### src/rtl/lvds7_pkg.sv
package lvds7_pkg;
  localparam int unsigned LANES_DEF = 4;
  localparam int unsigned SLOTS_DEF = 7;
  localparam logic [SLOTS_DEF-1:0] CLK_SHAPE_DEF = 7'b1100011;

  // value of the clock shape in a slot; slot 0 is the leftmost bit
  function automatic logic shape_bit(input logic [SLOTS_DEF-1:0] shape,
                                     input int unsigned slot);
    logic [SLOTS_DEF-1:0] shifted;
    shifted = shape >> (SLOTS_DEF - 1 - slot);
    return shifted[0];
  endfunction

  // index of the word bit that lane k sends in slot s
  function automatic int unsigned word_bit_index(input int unsigned lane,
                                                 input int unsigned slot);
    return lane * SLOTS_DEF + (SLOTS_DEF - 1 - slot);
  endfunction
endpackage

### src/rtl/lvds7_slot_counter.sv
module lvds7_slot_counter #(
  parameter int unsigned SLOTS = lvds7_pkg::SLOTS_DEF,
  localparam int unsigned SW = $clog2(SLOTS)
) (
  input  logic          clk,
  input  logic          rst,
  output logic [SW-1:0] slot,
  output logic          wrap
);
  localparam logic [SW-1:0] LAST = SW'(SLOTS - 1);

  logic at_last;
  assign at_last = (slot == LAST);
  assign wrap    = at_last & ~rst;

  always_ff @(posedge clk) begin
    if (rst)          slot <= '0;
    else if (at_last) slot <= '0;
    else              slot <= slot + 1'b1;
  end


  slot_wraps_to_zero_chk: assert property (@(posedge clk) disable iff (rst)
    wrap |=> (slot == '0));

  slot_steps_by_one_chk: assert property (@(posedge clk) disable iff (rst)
    (slot != LAST) |=> (slot == $past(slot) + 1'b1));

  wrap_single_cycle_chk: assert property (@(posedge clk) disable iff (rst)
    wrap |=> !wrap);
endmodule

### src/rtl/lvds7_lane_shifter.sv
module lvds7_lane_shifter #(
  parameter int unsigned SLOTS = lvds7_pkg::SLOTS_DEF
) (
  input  logic             clk,
  input  logic             rst,
  input  logic             load,
  input  logic [SLOTS-1:0] par_in,
  output logic             ser_out
);
  logic [SLOTS-1:0] shreg;

  always_ff @(posedge clk) begin
    if (rst)       shreg <= '0;
    else if (load) shreg <= par_in;
    else           shreg <= {shreg[SLOTS-2:0], 1'b0};
  end

  assign ser_out = shreg[SLOTS-1];


  msb_first_chk: assert property (@(posedge clk) disable iff (rst)
    load |=> (ser_out == $past(par_in[SLOTS-1])));

  second_bit_chk: assert property (@(posedge clk) disable iff (rst)
    load |=> ##1 (ser_out == $past(par_in[SLOTS-2], 2)));
endmodule

### src/rtl/lvds7_clock_shaper.sv
module lvds7_clock_shaper #(
  parameter int unsigned SLOTS = lvds7_pkg::SLOTS_DEF,
  parameter logic [SLOTS-1:0] SHAPE = lvds7_pkg::CLK_SHAPE_DEF,
  localparam int unsigned SW = $clog2(SLOTS)
) (
  input  logic          clk,
  input  logic          rst,
  input  logic          load,
  input  logic [SW-1:0] slot,
  output logic          clk_out
);
  logic framed;

  always_ff @(posedge clk) begin
    if (rst)       framed <= 1'b0;
    else if (load) framed <= 1'b1;
  end

  assign clk_out = framed & lvds7_pkg::shape_bit(SHAPE, int'(slot));


  quiet_until_framed_chk: assert property (@(posedge clk) disable iff (rst)
    !framed |-> !clk_out);
endmodule

### src/rtl/lvds7_serializer.sv
module lvds7_serializer #(
  parameter int unsigned LANES = lvds7_pkg::LANES_DEF,
  parameter int unsigned SLOTS = lvds7_pkg::SLOTS_DEF,
  localparam int unsigned WORD_W = LANES * SLOTS,
  localparam int unsigned SW = $clog2(SLOTS)
) (
  input  logic              clk,
  input  logic              rst,
  input  logic [WORD_W-1:0] pix_word,
  output logic              word_tick,
  output logic [LANES-1:0]  data_lanes,
  output logic              clk_lane
);
  logic [SW-1:0] slot;
  logic          load;

  lvds7_slot_counter #(.SLOTS(SLOTS)) i_slot_counter (
    .clk  (clk),
    .rst  (rst),
    .slot (slot),
    .wrap (load)
  );

  for (genvar k = 0; k < LANES; k++) begin : g_lane
    lvds7_lane_shifter #(.SLOTS(SLOTS)) i_lane (
      .clk     (clk),
      .rst     (rst),
      .load    (load),
      .par_in  (pix_word[k*SLOTS +: SLOTS]),
      .ser_out (data_lanes[k])
    );
  end

  lvds7_clock_shaper #(.SLOTS(SLOTS), .SHAPE(lvds7_pkg::CLK_SHAPE_DEF)) i_clock_shaper (
    .clk     (clk),
    .rst     (rst),
    .load    (load),
    .slot    (slot),
    .clk_out (clk_lane)
  );

  assign word_tick = load;


  clk_high_after_tick_chk: assert property (@(posedge clk) disable iff (rst)
    word_tick |=> clk_lane);

  clk_high_at_tick_chk: assert property (@(posedge clk) disable iff (rst)
    (word_tick && $past(word_tick, 7)) |-> clk_lane);

  high_run_two_chk: assert property (@(posedge clk) disable iff (rst)
    $rose(clk_lane) |=> clk_lane);

  low_run_three_chk: assert property (@(posedge clk) disable iff (rst)
    $fell(clk_lane) |=> !clk_lane ##1 !clk_lane);

  reset_quiet_chk: assert property (@(posedge clk)
    rst |=> (data_lanes == '0 && !clk_lane));
endmodule

### config.mk
export PLATFORM = sky130hd
export DESIGN_NAME = lvds7_serializer
export DESIGN_NICKNAME = d
export VERILOG_FILES = /design/src/rtl/lvds7_pkg.sv /design/src/rtl/lvds7_slot_counter.sv /design/src/rtl/lvds7_lane_shifter.sv /design/src/rtl/lvds7_clock_shaper.sv /design/src/rtl/lvds7_serializer.sv
export SDC_FILE = /design/constraint.sdc
export NUM_CORES = 1
export LEC_CHECK = 0
export BUFFER_PORTS_ARGS = -buffer_cell sky130_fd_sc_hd__buf_4
export CORE_MARGIN = 2
export CORE_UTILIZATION = 45
export CTS_BUF_LIST = sky130_fd_sc_hd__clkbuf_8 sky130_fd_sc_hd__clkbuf_16
export CTS_CLUSTER_SIZE = 20
export DETAILED_ROUTE_END_ITERATION = 16
export PLACE_DENSITY = 0.7
export SETUP_SLACK_MARGIN = 0.05
export SLEW_MARGIN = 5
export SYNTH_ARGS = -nofsm -noshare
export SYNTH_HDL_FRONTEND = slang
export SYNTH_SLANG_ARGS = --single-unit
### constraint.sdc
create_clock -name clk -period 1.55 [get_ports clk]
set_input_delay 0.3875 -clock clk [delete_from_list [all_inputs] [get_ports clk]]
set_output_delay 0.3875 -clock clk [all_outputs]
set_load 0.005 [all_outputs]
==> results of run 1 <==
==> state kept, by name, indices dropped and copies added (netlist names) <==
signal / cells
g_lane.i_lane.shreg: 28
i_slot_counter.slot: 3
i_clock_shaper.framed: 1
==> timing repair <==
| action | 4_1_cts | 5_1_grt |
|---|---|---|
| endpoints found under the setup margin | 2 | 2 |
| hold buffers | 0 | 0 |
| setup buffers | 3 | 0 |
| pin swaps | 2 | 0 |
| gates resized for setup | 14 | 0 |
==> worst register-to-register path, stage by stage (launching register included) <==
cell     delay [ps]
dfxtp_4         370
inv_4            60
ha_4            120
buf_4           110
and2_4          370
nand2_1         100
a21oi_1         140
==> logic make-up (layout without fill, tap and decap cells) <==
family,Yosys count,after routing,share of synthesized area [%]
simple gates,62,62,22.81
flops,32,32,49.28
compound gates,28,28,15.88
buf+inv,14,53,9.432
fa+ha+maj,2,2,1.925
xor+xnor,1,1,0.6738
==> report_power, final <==
part / switching [mW] / total (mW) / internal, mW
Clock: 0.271 / 0.619 / 0.348
Sequential: 0.0139 / 0.849 / 0.835
Combinational: 0.0711 / 0.168 / 0.0968
==> Yosys cell counts, types with 2 or more instances <==
library cell | n | area (um^2)
buf_2 | 5 | 25.02
ha_1 | 2 | 25.02
and2_1 | 4 | 25.02
dfxtp_1 | 32 | 640.6
a21oi_1 | 9 | 45.04
buf_4 | 4 | 30.03
buf_12 | 3 | 60.06
nor3_1 | 3 | 15.01
inv_1 | 2 | 7.510
nor2_1 | 3 | 11.26
nand2_2 | 13 | 81.33
nand2_1 | 36 | 135.1
a21oi_2 | 17 | 148.9
==> metal layers <==
layer	share of wire (%)	track usage, %	vias to the layer above
met3	5.7	6.027	5
met1	39	17.63	457
met5	0	0	-
met4	1.5	5.980	0
li1	-	-	515
met2	53	28.41	27
==> final cells by class <==
cell class	instances	area [um^2]	area share [%]
Clock inverter	2	7.507	0.4422
Multi-Input combinational cell	93	585.6	34.49
Clock buffer	6	82.58	4.864
Timing Repair Buffer	43	326.6	19.23
Sequential cell	32	646.9	38.10
Inverter	2	10.01	0.5895
Tap cell	31	38.79	2.284
==> worst paths after layout <==
check	start	endpoint	slack [ps]	depth (start not counted)
setup / recovery	i_slot_counter.slot[0]	clk_lane	-280	6
hold / removal	pix_word[0]	g_lane[0].i_lane.shreg[0]	310	2
setup reg to reg	i_slot_counter.slot[0]	g_lane[3].i_lane.shreg[1]	200	6
hold reg to reg	g_lane[1].i_lane.shreg[4]	g_lane[1].i_lane.shreg[5]	440	2
==> layout by cell type (no fill, tap or decap), types with 2 or more instances in the layout <==
cell / n
a21oi_1: 9
dfxtp_2: 2
dfxtp_1: 29
nor2_1: 3
buf_4: 42
nor3_1: 2
and2_1: 4
inv_1: 3
nand2_2: 13
ha_4: 2
clkbuf_8: 6
nand2_1: 36
a21oi_2: 17
==> results.sh, run 1 <==
export IMPL_status="finished with violations"
export IMPL_violations="negative setup slack"
export IMPL_totalWireLength_mm=2.451
export IMPL_start_kind="flop"
export IMPL_chipHeight_um=57.75
export IMPL_setup_tns_ps=-280.5
export IMPL_critPathArrivalTime_ps=1440
export IMPL_period_minus_slack_ps=1831
export IMPL_area_growth_syn_to_layout_pct=30.61
export IMPL_finalSetupViolations=1
export IMPL_grt_max_degree=29
export IMPL_dieArea_um2=3335
export IMPL_io_buffer_count=35
export IMPL_synth_cell_types=19
export IMPL_gr_total_overflow=0
export IMPL_required_ps=1160
export IMPL_cts_clk_slew_worst_paths_ps=60
export IMPL_crit_buf_inv=3
export IMPL_path_delay_family="flip-flops"
export IMPL_finalHoldViolations=0
export IMPL_io_pins=36
export IMPL_synth_async_reset_ratio_pct=0
export IMPL_holdCritPathClass="in2reg"
export IMPL_antenna_cells=0
export IMPL_finalPower_mw=1.636
export IMPL_start_util_pct=47.14
export IMPL_via_count=1004
export IMPL_critPathSlowestCell="dfxtp_4"
export IMPL_final_fill_count=262
export IMPL_yosys_warnings=0
export IMPL_instances_no_fill=209
export IMPL_cts_tree="built"
export IMPL_num_rows=19
export IMPL_min_period_over_period_pct=118.1
export IMPL_rsz0062_at_grt="true"
export IMPL_cts_buffers=5
export IMPL_dieWidth_um=57.75
export IMPL_synth_seq_cells=32
export IMPL_worst_slack_ps=-280.5
export IMPL_gp_congestion=0.6451
export IMPL_final_area_um2=1698
export IMPL_syn_nets=171
export IMPL_dp_hpwl_mm=1.640
export IMPL_clockBufferDepth=2
export IMPL_powerDensity_nw_per_um2=963.6
export IMPL_maxCapViolCount=0
export IMPL_antenna_found_initial=0
export IMPL_peakVddDrop_uv=772.8
export IMPL_finClkSkew_ps=4.101
export IMPL_core_area_um2=2758
export IMPL_drtAntennaViolNets=0
export IMPL_ys_seq_area_share_pct=49.28
export IMPL_place_inst=198
export IMPL_drc_errors=0
export IMPL_syn_area_um2=1300
export IMPL_ctsRootBufferMaster="clkbuf_8"
export IMPL_post_route_cells_drive_above_1_share_pct=50.56
export IMPL_cts_sinks=32
export IMPL_wire_per_inst_um=11.73
export IMPL_p_leak_nw=0.6529
export IMPL_slew_headroom_pct=73.80
export IMPL_syn_avg_cell_area_um2=9.352
export IMPL_crit_fanout=3
export IMPL_synth_ff_type="dfxtp_1"
export IMPL_placed_area_um2=1536
export IMPL_htreeDepth=2
export IMPL_synth_edff_count=0
export IMPL_crit_chain="inv_4 -> ha_4 -> buf_6 -> nor3_2 -> a211oi_2 -> buf_4"
export IMPL_slowest_delay_ps=380
export IMPL_synthCells=139
export IMPL_tightest_slew_ps=393.0
export IMPL_crit_path_end_kind="output pin"
export IMPL_fmax_mhz=546.3
export IMPL_post_route_util_pct=61.57
export IMPL_grt_use_total_pct=16.14
export IMPL_nets=209
export IMPL_drt_iter0_drc=17
export IMPL_avgViaCountPerCell=4.804
export IMPL_post_place_ws_ps=-82.91
export IMPL_worstSetupPathType="reg2out"
export IMPL_worstSkewPairLatency_ps=270
export IMPL_holdWs_ps=309.0
export IMPL_grt_pass1_vias=962
export IMPL_grt_pass1_wl_mm=4.008
export IMPL_dr_pass1_iters=4
export IMPL_drv_slew=0
No activity file was read; power rests on OpenSTA's default activity.
==> run 2, diff against run 1 <==
--- a/config.mk
+++ b/config.mk
@@ -6,12 +6,13 @@
 export NUM_CORES = 1
 export LEC_CHECK = 0
 export BUFFER_PORTS_ARGS = -buffer_cell sky130_fd_sc_hd__buf_4
+export CORE_ASPECT_RATIO = 1.1
 export CORE_MARGIN = 2
-export CORE_UTILIZATION = 45
+export CORE_UTILIZATION = 46
 export CTS_BUF_LIST = sky130_fd_sc_hd__clkbuf_8 sky130_fd_sc_hd__clkbuf_16
-export CTS_CLUSTER_SIZE = 20
+export CTS_CLUSTER_SIZE = 25
 export DETAILED_ROUTE_END_ITERATION = 16
-export PLACE_DENSITY = 0.7
+export PLACE_DENSITY = 0.72
 export SETUP_SLACK_MARGIN = 0.05
 export SLEW_MARGIN = 5
 export SYNTH_ARGS = -nofsm -noshare
==> results.sh, run 2 (synthesis gave the netlist of run 1 again) <==
export IMPL_min_period_over_period_pct=118.9
export IMPL_antenna_cells=0
export IMPL_drc_errors=0
export IMPL_switching_share_pct=22.94
export IMPL_wire_per_inst_um=11.93
export IMPL_path_delay_family="flip-flops"
export IMPL_place_inst=199
export IMPL_chipHeight_um=59.76
export IMPL_htreeDepth=2
export IMPL_final_area_um2=1784
export IMPL_core_area_um2=2728
export IMPL_finalSetupViolations=1
export IMPL_holdCritPathClass="in2reg"
export IMPL_totalWireLength_mm=2.554
export IMPL_maxCapViolCount=0
export IMPL_dp_hpwl_mm=1.537
export IMPL_worstSetupPathType="reg2out"
export IMPL_slowest_delay_ps=380
export IMPL_status="finished with violations"
export IMPL_clockBufferDepth=2
export IMPL_cts_sinks=32
export IMPL_drt_iter0_drc=7
export IMPL_peakVddDrop_uv=724.7
export IMPL_ctsRootBufferMaster="clkbuf_8"
export IMPL_start_kind="flop"
export IMPL_area_growth_syn_to_layout_pct=37.25
export IMPL_tightest_slew_ps=420.6
export IMPL_required_ps=1160
export IMPL_slew_headroom_pct=71.96
export IMPL_reg_largest_list="g_lane.i_lane.shreg x28, i_slot_counter.slot x3, i_clock_shaper.framed x1"
export IMPL_grt_use_total_pct=18.08
export IMPL_crit_fanout=3
export IMPL_post_place_ws_ps=-138.8
export IMPL_drtAntennaViolNets=0
export IMPL_setup_tns_ps=-293.2
export IMPL_dieArea_um2=3268
export IMPL_cts_buffers=5
export IMPL_io_buffer_count=35
export IMPL_grt_pass1_vias=934
export IMPL_powerDensity_nw_per_um2=943.1
export IMPL_top_register="g_lane.i_lane.shreg"
export IMPL_internal_power_mw=1.297
export IMPL_gr_total_overflow=0
export IMPL_placed_area_um2=1531
export IMPL_grt_pass1_wl_mm=3.988
export IMPL_critPathArrivalTime_ps=1460
export IMPL_dieWidth_um=54.69
export IMPL_pwr_share_comb_pct=11.6
export IMPL_crit_path_end_kind="output pin"
export IMPL_largest_reg_flops=28
export IMPL_drv_slew=0
export IMPL_dr_pass1_iters=4
export IMPL_finalHoldViolations=0
export IMPL_crit_buf_inv=3
export IMPL_p_leak_nw=0.6778
export IMPL_post_route_cells_drive_above_1_share_pct=60.77
export IMPL_start_util_pct=47.66
export IMPL_final_common_cell="buf_4"
export IMPL_avgViaCountPerCell=4.738
export IMPL_seqPwrFrac_pct=50.5
export IMPL_layout_common_cells="buf_4 (43), dfxtp_1 (29), nand2_1 (26)"
export IMPL_finClkSkew_ps=6.580
export IMPL_holdWs_ps=299.5
export IMPL_nets=212
export IMPL_io_pins=36
export IMPL_worst_slack_ps=-293.2
export IMPL_antenna_found_initial=0
export IMPL_cts_clk_slew_worst_paths_ps=60
export IMPL_gp_congestion=0.6535
export IMPL_switchingPower_mw=0.3860
export IMPL_instances_no_fill=214
export IMPL_grt_max_degree=29
export IMPL_via_count=1014
export IMPL_postCtsHoldBufs=0
export IMPL_crit_chain="inv_4 -> ha_4 -> buf_6 -> nor3_2 -> a211oi_2 -> buf_4"
export IMPL_worstSkewPairLatency_ps=280
export IMPL_violations="negative setup slack"
export IMPL_cts_tree="built"
export IMPL_period_minus_slack_ps=1843
export IMPL_pwr_share_clk_pct=37.9
export IMPL_rsz0062_at_grt="true"
export IMPL_critPathSlowestCell="dfxtp_4"
export IMPL_fmax_mhz=542.5
export IMPL_num_rows=20
-- run 2: cell type report --
class	count	area, um^2
repair buffers	46	356.6
clock buffers	6	82.58
multi-input cells	93	636.9
fillers	221	943.4
inverters	2	10.01
well taps	33	41.29
clock inverters	2	7.507
flip-flops and latches	32	649.4
-- run 2: worst paths after layout --
| kind | start | end | slack (ps) | depth (start not counted) |
|---|---|---|---|---|
| min | pix_word[21] | g_lane[3].i_lane.shreg[0] | 300 | 2 |
| max reg2reg | i_slot_counter.slot[0] | g_lane[1].i_lane.shreg[4] | 90 | 7 |
| max | i_slot_counter.slot[0] | clk_lane | -290 | 6 |
| min reg2reg | g_lane[2].i_lane.shreg[0] | g_lane[2].i_lane.shreg[1] | 440 | 2 |
-- run 2: layer usage --
metal  GRT usage (%)  vias to the layer above  wire (um)  share of wire [%]
met3           9.000                        6        167                6.5
met2           30.78                       28       1283                 50
met4           8.571                        0         54                2.1
met1           17.77                      462       1050                 41
li1                -                      518          -                  -
met5               0                        -          0                  0
-- run 2: power by group through the flow --
stage | Sequential, mW | Clock (mW) | Combinational, mW
2_1_floorplan | 0.860 | 0 | 0.0660
3_3_place_gp | 0.861 | 0 | 0.132
3_5_place_dp | 0.862 | 0 | 0.139
4_1_cts | 0.849 | 0.649 | 0.179
5_1_grt | 0.850 | 0.701 | 0.209
6_report | 0.849 | 0.638 | 0.196
-- run 2: worst register-to-register path: stages (launching register included) --
cell	delay (ps)
dfxtp_4	360
inv_4	60
ha_4	130
buf_4	100
buf_6	90
and2_4	410
nand2_1	130
a21oi_2	120
-- run 2: stage by stage --
stage	power [mW]	util, %
2_1_floorplan	0.9258	-
3_3_place_gp	0.9928	56.15
3_5_place_dp	1.001	56.15
4_1_cts	1.677	62.98
5_1_grt	1.759	65.41
6_report	1.683	65.41
-- run 2: timing repair --
action | 4_1_cts | 5_1_grt
endpoints found under the setup margin | 2 | 2
gates resized for setup | 17 | 17
pin swaps | 2 | 3
buffers inserted | 5 | 2
cloned | 0 | 0
